`src/rtl/usb_oep_pkg.sv`:
```
package usb_oep_pkg;

   localparam logic [1:0] HS_NONE = 2'b00;
   localparam logic [1:0] HS_ACK  = 2'b01;
   localparam logic [1:0] HS_NAK  = 2'b10;

   localparam int NUM_EVT     = 2;
   localparam int EVT_FULLERR = 0;
   localparam int EVT_DONE    = 1;

   localparam logic [1:0] RT_SHARED = 2'b00;
   localparam logic [1:0] RT_LINE_A = 2'b01;
   localparam logic [1:0] RT_LINE_B = 2'b10;

   localparam int REG_AW = 2;
   localparam logic [REG_AW-1:0] ADDR_STAT = 2'd0;
   localparam logic [REG_AW-1:0] ADDR_EN   = 2'd1;
   localparam logic [REG_AW-1:0] ADDR_RT   = 2'd2;

endpackage

```
`src/rtl/oep_rx_seq.sv`:
```
module oep_rx_seq
   import usb_oep_pkg::*;
#(
   parameter int PKT_BYTES  = 64,
   parameter int DATA_W     = 8,
   parameter int HS_LATENCY = 2,
   parameter int AW         = $clog2(PKT_BYTES)
) (
   input  logic              clk,
   input  logic              rst_n,
   input  logic              rx_start,
   input  logic              rx_valid,
   input  logic [DATA_W-1:0] rx_byte,
   input  logic              rx_end,
   input  logic              rx_crc_err,
   input  logic              buf_full,
   output logic              wr_en,
   output logic [AW-1:0]     wr_addr,
   output logic [DATA_W-1:0] wr_data,
   output logic              commit,
   output logic              fullerr_evt,
   output logic              hs_stb,
   output logic [1:0]        hs_code
);

   localparam int CNT_W = $clog2(PKT_BYTES + 2);
   localparam logic [CNT_W-1:0] CNT_PKT = CNT_W'(PKT_BYTES);
   localparam logic [CNT_W-1:0] CNT_OVR = CNT_W'(PKT_BYTES + 1);

   logic             in_pkt_q;
   logic             accept_q;
   logic [CNT_W-1:0] cnt_q;
   logic             end_ok;
   logic             dec_vld;
   logic [1:0]       dec_code;

   // packet tracking: room is judged once, at the start of the packet
   always_ff @(posedge clk) begin
      if (!rst_n) begin
         in_pkt_q <= 1'b0;
         accept_q <= 1'b0;
         cnt_q    <= '0;
      end else if (rx_start) begin
         in_pkt_q <= 1'b1;
         accept_q <= !buf_full;
         cnt_q    <= '0;
      end else if (in_pkt_q && rx_end) begin
         in_pkt_q <= 1'b0;
      end else if (in_pkt_q && rx_valid && (cnt_q != CNT_OVR)) begin
         cnt_q <= cnt_q + 1'b1;
      end
   end

   assign wr_en   = in_pkt_q && rx_valid && !rx_start && !rx_end && accept_q && (cnt_q < CNT_PKT);
   assign wr_addr = cnt_q[AW-1:0];
   assign wr_data = rx_byte;

   assign end_ok      = in_pkt_q && rx_end && !rx_start && (cnt_q == CNT_PKT) && !rx_crc_err;
   assign commit      = end_ok && accept_q;
   assign fullerr_evt = end_ok && !accept_q;
   assign dec_vld     = end_ok;
   assign dec_code    = accept_q ? HS_ACK : HS_NAK;

   // handshake delay line
   generate
      if (HS_LATENCY == 1) begin : g_hs_direct
         always_ff @(posedge clk) begin
            if (!rst_n) begin
               hs_stb  <= 1'b0;
               hs_code <= HS_NONE;
            end else begin
               hs_stb  <= dec_vld;
               hs_code <= dec_vld ? dec_code : HS_NONE;
            end
         end
      end else begin : g_hs_pipe
         logic [HS_LATENCY-1:0] vld_sr;
         logic [1:0]            code_sr [HS_LATENCY];
         always_ff @(posedge clk) begin
            if (!rst_n) begin
               vld_sr <= '0;
               for (int i = 0; i < HS_LATENCY; i++) code_sr[i] <= HS_NONE;
            end else begin
               vld_sr     <= {vld_sr[HS_LATENCY-2:0], dec_vld};
               code_sr[0] <= dec_vld ? dec_code : HS_NONE;
               for (int i = 1; i < HS_LATENCY; i++) code_sr[i] <= code_sr[i-1];
            end
         end
         assign hs_stb  = vld_sr[HS_LATENCY-1];
         assign hs_code = code_sr[HS_LATENCY-1];
      end
   endgenerate

endmodule

```
`src/rtl/oep_rx_buf.sv`:
```
module oep_rx_buf #(
   parameter int PKT_BYTES = 64,
   parameter int DATA_W    = 8,
   parameter int AW        = $clog2(PKT_BYTES)
) (
   input  logic              clk,
   input  logic              rst_n,
   input  logic              wr_en,
   input  logic [AW-1:0]     wr_addr,
   input  logic [DATA_W-1:0] wr_data,
   input  logic              commit,
   input  logic              rel_stb,
   input  logic [AW-1:0]     rd_addr,
   output logic [DATA_W-1:0] rd_data,
   output logic              full
);

   logic [DATA_W-1:0] mem_q [PKT_BYTES];
   logic              full_q;

   always_ff @(posedge clk) begin
      if (wr_en) mem_q[wr_addr] <= wr_data;
   end

   // a commit outranks a release in the same cycle
   always_ff @(posedge clk) begin
      if (!rst_n)       full_q <= 1'b0;
      else if (commit)  full_q <= 1'b1;
      else if (rel_stb) full_q <= 1'b0;
   end

   assign rd_data = mem_q[rd_addr];
   assign full    = full_q;

endmodule

```
`src/rtl/oep_rx_flags.sv`:
```
module oep_rx_flags
   import usb_oep_pkg::*;
#(
   parameter int DATA_W = 8
) (
   input  logic                  clk,
   input  logic                  rst_n,
   input  logic [NUM_EVT-1:0]    evt_set,
   input  logic                  buf_full,
   input  logic                  reg_wr,
   input  logic [REG_AW-1:0]     reg_addr,
   input  logic [DATA_W-1:0]     reg_wdata,
   output logic [DATA_W-1:0]     reg_rdata,
   output logic [NUM_EVT-1:0]    flags,
   output logic [NUM_EVT-1:0]    enables,
   output logic [2*NUM_EVT-1:0]  routes,
   output logic                  irq_shared,
   output logic                  irq_a,
   output logic                  irq_b
);

   logic wr_stat;
   logic wr_en_reg;
   logic wr_rt;
   logic [NUM_EVT-1:0] to_a;
   logic [NUM_EVT-1:0] to_b;
   logic [NUM_EVT-1:0] to_sh;

   assign wr_stat   = reg_wr && (reg_addr == ADDR_STAT);
   assign wr_en_reg = reg_wr && (reg_addr == ADDR_EN);
   assign wr_rt     = reg_wr && (reg_addr == ADDR_RT);

   generate
      for (genvar e = 0; e < NUM_EVT; e++) begin : g_evt
         logic       flag_r;
         logic       en_r;
         logic [1:0] rt_r;
         logic       active;

         always_ff @(posedge clk) begin
            if (!rst_n) begin
               flag_r <= 1'b0;
               en_r   <= 1'b0;
               rt_r   <= RT_SHARED;
            end else begin
               if (evt_set[e])                     flag_r <= 1'b1;
               else if (wr_stat && !reg_wdata[e])  flag_r <= 1'b0;
               if (wr_en_reg) en_r <= reg_wdata[e];
               if (wr_rt)     rt_r <= reg_wdata[2*e +: 2];
            end
         end

         assign active          = flag_r & en_r;
         assign to_a[e]         = active && (rt_r == RT_LINE_A);
         assign to_b[e]         = active && (rt_r == RT_LINE_B);
         assign to_sh[e]        = active && (rt_r != RT_LINE_A) && (rt_r != RT_LINE_B);
         assign flags[e]        = flag_r;
         assign enables[e]      = en_r;
         assign routes[2*e +: 2] = rt_r;
      end
   endgenerate

   assign irq_a      = |to_a;
   assign irq_b      = |to_b;
   assign irq_shared = |to_sh;

   always_comb begin
      reg_rdata = '0;
      case (reg_addr)
         ADDR_STAT: begin
            reg_rdata[NUM_EVT-1:0] = flags;
            reg_rdata[NUM_EVT]     = buf_full;
         end
         ADDR_EN:   reg_rdata[NUM_EVT-1:0]   = enables;
         ADDR_RT:   reg_rdata[2*NUM_EVT-1:0] = routes;
         default:   reg_rdata = '0;
      endcase
   end

endmodule

```
`src/rtl/usb_oep_rx.sv`:
```
module usb_oep_rx
   import usb_oep_pkg::*;
#(
   parameter int PKT_BYTES  = 64,
   parameter int DATA_W     = 8,
   parameter int HS_LATENCY = 2,
   parameter int AW         = $clog2(PKT_BYTES)
) (
   input  logic              clk,
   input  logic              rst_n,
   input  logic              rx_start,
   input  logic              rx_valid,
   input  logic [DATA_W-1:0] rx_byte,
   input  logic              rx_end,
   input  logic              rx_crc_err,
   output logic              hs_stb,
   output logic [1:0]        hs_code,
   input  logic              buf_release,
   input  logic [AW-1:0]     rd_addr,
   output logic [DATA_W-1:0] rd_data,
   input  logic              reg_wr,
   input  logic [REG_AW-1:0] reg_addr,
   input  logic [DATA_W-1:0] reg_wdata,
   output logic [DATA_W-1:0] reg_rdata,
   output logic              irq_shared,
   output logic              irq_a,
   output logic              irq_b
);

   initial begin
      assert (PKT_BYTES >= 2 && (PKT_BYTES & (PKT_BYTES - 1)) == 0)
         else $fatal(1, "PKT_BYTES must be a power of two, at least 2");
      assert (AW == $clog2(PKT_BYTES))
         else $fatal(1, "AW must match PKT_BYTES");
      assert (HS_LATENCY >= 1)
         else $fatal(1, "HS_LATENCY must be at least 1");
      assert (DATA_W >= 2 * NUM_EVT)
         else $fatal(1, "DATA_W too narrow for the route register");
   end

   logic              wr_en;
   logic [AW-1:0]     wr_addr;
   logic [DATA_W-1:0] wr_data;
   logic              commit;
   logic              fullerr_evt;
   logic              buf_full_w;
   logic [NUM_EVT-1:0]   evt_set;
   logic [NUM_EVT-1:0]   st_flags;
   logic [NUM_EVT-1:0]   st_en;
   logic [2*NUM_EVT-1:0] st_routes;

   oep_rx_seq #(
      .PKT_BYTES (PKT_BYTES),
      .DATA_W    (DATA_W),
      .HS_LATENCY(HS_LATENCY),
      .AW        (AW)
   ) u_seq (
      .clk        (clk),
      .rst_n      (rst_n),
      .rx_start   (rx_start),
      .rx_valid   (rx_valid),
      .rx_byte    (rx_byte),
      .rx_end     (rx_end),
      .rx_crc_err (rx_crc_err),
      .buf_full   (buf_full_w),
      .wr_en      (wr_en),
      .wr_addr    (wr_addr),
      .wr_data    (wr_data),
      .commit     (commit),
      .fullerr_evt(fullerr_evt),
      .hs_stb     (hs_stb),
      .hs_code    (hs_code)
   );

   oep_rx_buf #(
      .PKT_BYTES(PKT_BYTES),
      .DATA_W   (DATA_W),
      .AW       (AW)
   ) u_buf (
      .clk    (clk),
      .rst_n  (rst_n),
      .wr_en  (wr_en),
      .wr_addr(wr_addr),
      .wr_data(wr_data),
      .commit (commit),
      .rel_stb(buf_release),
      .rd_addr(rd_addr),
      .rd_data(rd_data),
      .full   (buf_full_w)
   );

   always_comb begin
      evt_set              = '0;
      evt_set[EVT_FULLERR] = fullerr_evt;
      evt_set[EVT_DONE]    = commit;
   end

   oep_rx_flags #(
      .DATA_W(DATA_W)
   ) u_flags (
      .clk       (clk),
      .rst_n     (rst_n),
      .evt_set   (evt_set),
      .buf_full  (buf_full_w),
      .reg_wr    (reg_wr),
      .reg_addr  (reg_addr),
      .reg_wdata (reg_wdata),
      .reg_rdata (reg_rdata),
      .flags     (st_flags),
      .enables   (st_en),
      .routes    (st_routes),
      .irq_shared(irq_shared),
      .irq_a     (irq_a),
      .irq_b     (irq_b)
   );

endmodule

```
`config.mk`:
```
export PLATFORM = sky130hd
export DESIGN_NAME = usb_oep_rx
export DESIGN_NICKNAME = d
export VERILOG_FILES = /design/src/rtl/usb_oep_pkg.sv /design/src/rtl/oep_rx_seq.sv /design/src/rtl/oep_rx_buf.sv /design/src/rtl/oep_rx_flags.sv /design/src/rtl/usb_oep_rx.sv
export SDC_FILE = /design/constraint.sdc
export NUM_CORES = 1
export LEC_CHECK = 0
export BUFFER_PORTS_ARGS = -buffer_cell sky130_fd_sc_hd__clkbuf_2
export CORE_ASPECT_RATIO = 0.7
export CORE_MARGIN = 10
export CORE_UTILIZATION = 60
export CTS_CLUSTER_DIAMETER = 150
export DETAILED_ROUTE_END_ITERATION = 10
export GPL_TIMING_DRIVEN = 0
export PLACE_DENSITY = 0.81
export SLEW_MARGIN = 10
export SYNTH_ARGS = -nofsm -noshare
export SYNTH_HDL_FRONTEND = slang
export SYNTH_HIERARCHICAL = 1
export SYNTH_SLANG_ARGS = --single-unit
```
`constraint.sdc`:
```
create_clock -name clk -period 4.5 [get_ports clk]
set_input_delay 0.45 -clock clk [delete_from_list [all_inputs] [get_ports clk]]
set_output_delay 0.45 -clock clk [all_outputs]
set_load 0.01 [all_outputs]
```
# ---- After elaboration in Yosys (flattened, before gate mapping)
# Memory sizes are Yosys's and may differ from the RTL's.
# Cells that the tools add are included.
dict set report totals {
  memories 2
  ram_bits 516
  input_bits 32
  reg_bits 20
}
# memory depth width rd rd_clocked_by_memory_dff wr line
set mem_list {}
lappend mem_list {u_buf.mem_q 64 8 1 0 1 oep_rx_buf.sv:18} ;# logic [DATA_W-1:0] mem_q [PKT_BYTES];
lappend mem_list {u_seq.g_hs_pipe.code_sr 2 2 2 0 2 oep_rx_seq.sv:78} ;# logic [1:0] code_sr [HS_LATENCY];
dict set report classes {
  n_addsub 1
  order_cmp 1
  bitwise 6
  n_eq_ne 12
  n_reduce_logical 42
  n_mux 19
}
# cell count
set ops {}
lappend ops {{$logic_and A1 B1 Y1} 25}
lappend ops {{$mux W1} 13}
lappend ops {{$mux W2} 4}
lappend ops {{$reduce_bool A2 Y1} 4}
lappend ops {{$reduce_or A2 Y1} 4}
lappend ops {{$add A7 B1 Y7 const B} 1}
lappend ops {{$eq A7 B7 Y1 const B} 1}
lappend ops {{$logic_not A1 Y1} 7}
lappend ops {{$lt A7 B7 Y1 const B} 1}
lappend ops {{$ne A7 B7 Y1 const B} 1}
lappend ops {{$eq A2 B1 Y1 const B} 3}
lappend ops {{$eq A2 B2 Y1 const B} 3}
lappend ops {{$pmux W2 S3} 1}
lappend ops {{$ne A2 B1 Y1 const B} 2}
lappend ops {{$ne A2 B2 Y1 const B} 2}
lappend ops {{$and A1 B1 Y1} 2}
lappend ops {{$logic_not A2 Y1} 1}
lappend ops {{$not A1 Y1} 2}
lappend ops {{$or A1 B1 Y1} 2}
lappend ops {{$pmux W1 S2} 1}
lappend ops {{$reduce_and A2 Y1} 1}

# ---- Longest topological paths before layout
dict set report logic_depth {
  depth_word 7
  mapped_depth 8
}

# ---- Modules after synthesis
# Netlist, hierarchy kept.
# mod area_each_um2 cells_per_inst seq_area_each_um2 n_inst
set by_module_without_submodules {}
lappend by_module_without_submodules {oep_rx_buf 20078.0 938 15394.8 1}
lappend by_module_without_submodules {oep_rx_seq 777.0 86 300.3 1}
lappend by_module_without_submodules {oep_rx_flags 533.0 64 160.2 1}

# ---- Worst setup path after synthesis
# Ideal clock, no wire load.
dict set report synth_path {
  path_kind {input -> register}
  startpoint {input port rx_end}
  endpoint {memory u_buf.mem_q[48][0], enable pin}
  cell_stages 5
  setup_slack_ns 2.020
  t_arrival_ns 2.096
  n_path_buf 0
  setup_ns 0.383
  cell_sequence {nand3b_4 nor4_1 nor2b_1 nand4b_1 nor3_1}
}
dict set report synth_via {
  elab_chain_cells 6
}
# item line
set synth_rtl {}
lappend synth_rtl {{from (decl)} usb_oep_rx.sv:14} ;# input logic rx_end,
lappend synth_rtl {{$logic_not A1 Y1} oep_rx_seq.sv:54} ;# assign wr_en = in_pkt_q && rx_valid && !rx_start && !rx_end && accept_q && (cnt_q < CNT_PKT);
lappend synth_rtl {{$logic_and A1 B1 Y1 (3 in series)} oep_rx_seq.sv:54}
lappend synth_rtl {{named net wr_en} usb_oep_rx.sv:41} ;# logic wr_en;
lappend synth_rtl {{$mux W1} oep_rx_buf.sv:22} ;# if (wr_en) mem_q[wr_addr] <= wr_data;
lappend synth_rtl {{$mux W1 (implied by the code)} oep_rx_buf.sv:22}
lappend synth_rtl {{to (decl)} oep_rx_buf.sv:18}
# The timed path passes the listed nets, and every way through them passes these cells.

# ---- Final worst setup path
dict set report layout_path {
  startpoint {input port rd_addr[2]}
  endpoint {output port rd_data[5]}
}
dict set report layout_via {
  elab_chain_cells 1
}
# item line
set layout_rtl {}
lappend layout_rtl {{from (decl)} usb_oep_rx.sv:19} ;# input logic [AW-1:0] rd_addr,
lappend layout_rtl {{$mem_v2 Z64 W8} -}
lappend layout_rtl {{to (decl)} usb_oep_rx.sv:20} ;# output logic [DATA_W-1:0] rd_data,
# Every way passes these cells.

==> metrics.md <==
| Metric | Value |
|---|---|
| Status | finished, final reports clean |
| GR Overflow Total | 0 |
| H-tree lvl count | 2 |
| # hold bufs at CTS | 0 |
| Critical path arrival | 3610 ps |
| RSZ-0062 raised after global routing | false |
| Slew HR | 24.5% |
| Critical path's largest stage delay | 790 ps |
| Worst setup path endpoint | rd_data[5] |
| Die height | 178 um |
| Largest net degree at the start of global routing | 65 |
| Share of layout cells above drive strength 1 | 24.1% |
| Fin crit period | 4060 ps |
| Vias in the first global route | 11300 |
| PwrDens | 416 nW/um^2 |
| Worst path depth | 8 |
| Slew Viols, Final | 0 |
| DR WL met3 | 9.01 mm |
| Initial DRC Count | 2219 |
| Num CTS Buffers | 48 |
| Cell family with most CP delay | buffers and inverters |
| Critical Path Start | rd_addr[2] |
| Final Cycle Share | 90.1% |
| Via density | 6.97 |
| Initial antenna violation count | 1 |
| Worst skew pair latency | 570 ps |
| Clk buf depth | 3 |
| Worst reg2reg startpoint | u_seq/in_pkt_q |
| Floorplan Core Area | 34900 um^2 |
| Per-cell routed wire length | 32.6 um |
| Dpl hpwl | 33.9 mm |
| Largest fanout on the critical path | 10 |
| Post-DRT Antenna Nets | 0 |
| Worst-Margin Slew | 1130 ps |
| Reg clk slew, reported paths | 60 ps |
| TritonRoute pass-1 iters | 6 |
| Die area | 43700 um^2 |
| Ports | 54 |
| Worst Skew | 25.7 ps |
| Slowest cell on crit path | clkbuf_1 |
| Drt drc | 0 |
| Max-Cap Viols | 0 |
| DP Worst Slack | 682 ps |
| CTS tree | done |
| TNS Setup | 0 ps |
| Ant diodes | 0 |
| # fillers | 2121 |
| R2R setup slack | 660 ps |
| Area grow syn2layout | 10.3% |
| First-pass GRT wire length | 78.5 mm |
| Power Total | 9.81 mW |
| Setup bufs post-CTS | 0 |
| Max layer used | met4 |
| Mapped Cells | 1084 |
| Setup violations, final | 0 |
| Post-CTS Resized | 0 |
| Critical path endpoint category | primary output |
| Final Wtd Congestion | 1.03 |
| Row cnt | 57 |
| Critical path cell sequence | buf_2 -> clkbuf_1 -> buf_2 -> mux2i_1 -> a211oi_1 -> o221ai_1 -> o21ai_1 -> clkbuf_2 |
| Sinks on Clock Net | 536 |
| Final worst slack | 445 ps |
| I/O Buffers | 33 |
| Worst Path Required | 4050 ps |
| M1 wire length | 19.5 mm |
| Initial core utilization | 61.2% |
| Final core occ | 67.5% |
| Worst Path Buf+Inv | 4 |
| Mapped cell area | 21400 um^2 |
| Detailed Route WL | 54.5 mm |
| Chip Width | 246 um |
| Critical Path Start Type | primary input |
| Pleak | 7.50 nW |
| Fmax | 247 MHz |
| Number of synthesis warnings | 6 |
| CP Class | primary input to primary output |
| Worst min path class | primary input to flop |
| # nets final | 1205 |
| Final Hold Fails | 0 |
| Metal2 WL | 23.9 mm |
| Vias post-DR | 11700 |
| FF-to-FF End | u_buf/mem_q[22][2] |
| Max VDD drop | 0.395 mV |
| Crit-path most repeated cell | buf_2 |
| Syn Area/Cell | 19.7 um^2 |
| Gr usage total | 25.0% |
| R2R cell count | 5 |
| Clock root buffer master | clkbuf_16 |
layout make-up:
class | instances | area [um^2] | share of cell area, %
sequential | 536 | 15900 | 67.3
multi-input combinational | 468 | 5030 | 21.4
clock buffer | 64 | 1280 | 5.45
tap | 472 | 591 | 2.51
buffer | 74 | 457 | 1.94
timing repair buffer | 33 | 165 | 0.701
clock inverter | 18 | 134 | 0.568
inverter | 9 | 33.8 | 0.143
power by group:
part / leakage [nW] / switching, mW / internal (mW)
Clock: 0.684 / 1.71 / 2.10
Sequential: 4.79 / 0.00416 / 5.46
Combinational: 2.02 / 0.348 / 0.187
metal layers:
metal / GRT usage (%) / vias to the layer above
li1: - / 4559
met1: 35.1 / 5856
met2: 36.3 / 1061
met3: 9.06 / 190
met4: 7.82 / 0
met5: 0 / -
placed cells by master, fill, tap and decap left out, drive strengths merged, types with 4 or more instances in the layout:
master    n
a211oi    4
clkbuf  117
nand2    49
a22oi     6
o211ai    5
mux4    131
nand2b    9
conb      4
mux2i    36
clkinv   15
nor2     87
nor4      4
inv       8
o221ai    5
nor3      8
buf      54
o21ai    16
and2      4
nand3    13
o22ai     5
nor2b    11
mux2     10
a21oi    11
nand3b    6
edfxtp  512
dfxtp    24
worst register-to-register path, cell delays in order (launching register included):
cell and delay, ps:
dfxtp_1 400, nand3b_4 140, nor4_1 780, nor2b_1 400
nand3_1 700, nor2_1 1050
flip-flops by register name, indices dropped and copies added, names as in the netlist:
signal / cells
u_flags/g_evt.en_r: 2
u_seq/accept_q: 1
u_seq/g_hs_pipe.vld_sr: 2
u_seq/g_hs_pipe.code_sr: 4
u_seq/in_pkt_q: 1
u_buf/full: 1
u_flags/g_evt.flag_r: 2
u_buf/mem_q: 512
u_seq/cnt_q: 7
u_flags/g_evt.rt_r: 4
how the worst min path moves through the flow:
stage | endpoint | cells after the start | start
2_1_floorplan | u_seq/g_hs_pipe.code_sr[0][2] | 1 | u_seq/g_hs_pipe.code_sr[0][0]
3_3_place_gp | u_seq/g_hs_pipe.code_sr[0][2] | 1 | u_seq/g_hs_pipe.code_sr[0][0]
3_5_place_dp | u_seq/g_hs_pipe.code_sr[0][3] | 1 | u_seq/g_hs_pipe.code_sr[0][1]
4_1_cts | u_flags/g_evt[1].rt_r[0] | 3 | reg_wdata[2]
5_1_grt | u_flags/g_evt[1].rt_r[0] | 3 | reg_wdata[2]
6_report | u_flags/g_evt[1].rt_r[0] | 3 | reg_wdata[2]
through the flow:
stage / hold WS [ps] / std cells / instance area [um^2]
final: 134 / 1674 / 23600
after global routing: 153 / 1674 / 23600
after CTS: 120 / 1674 / 23600
after detailed placement: 417 / 1592 / 22100
after global placement: 421 / 1592 / 22100
after floorplan: 412 / 1087 / 21400
(Power assumes the default switching activity.)
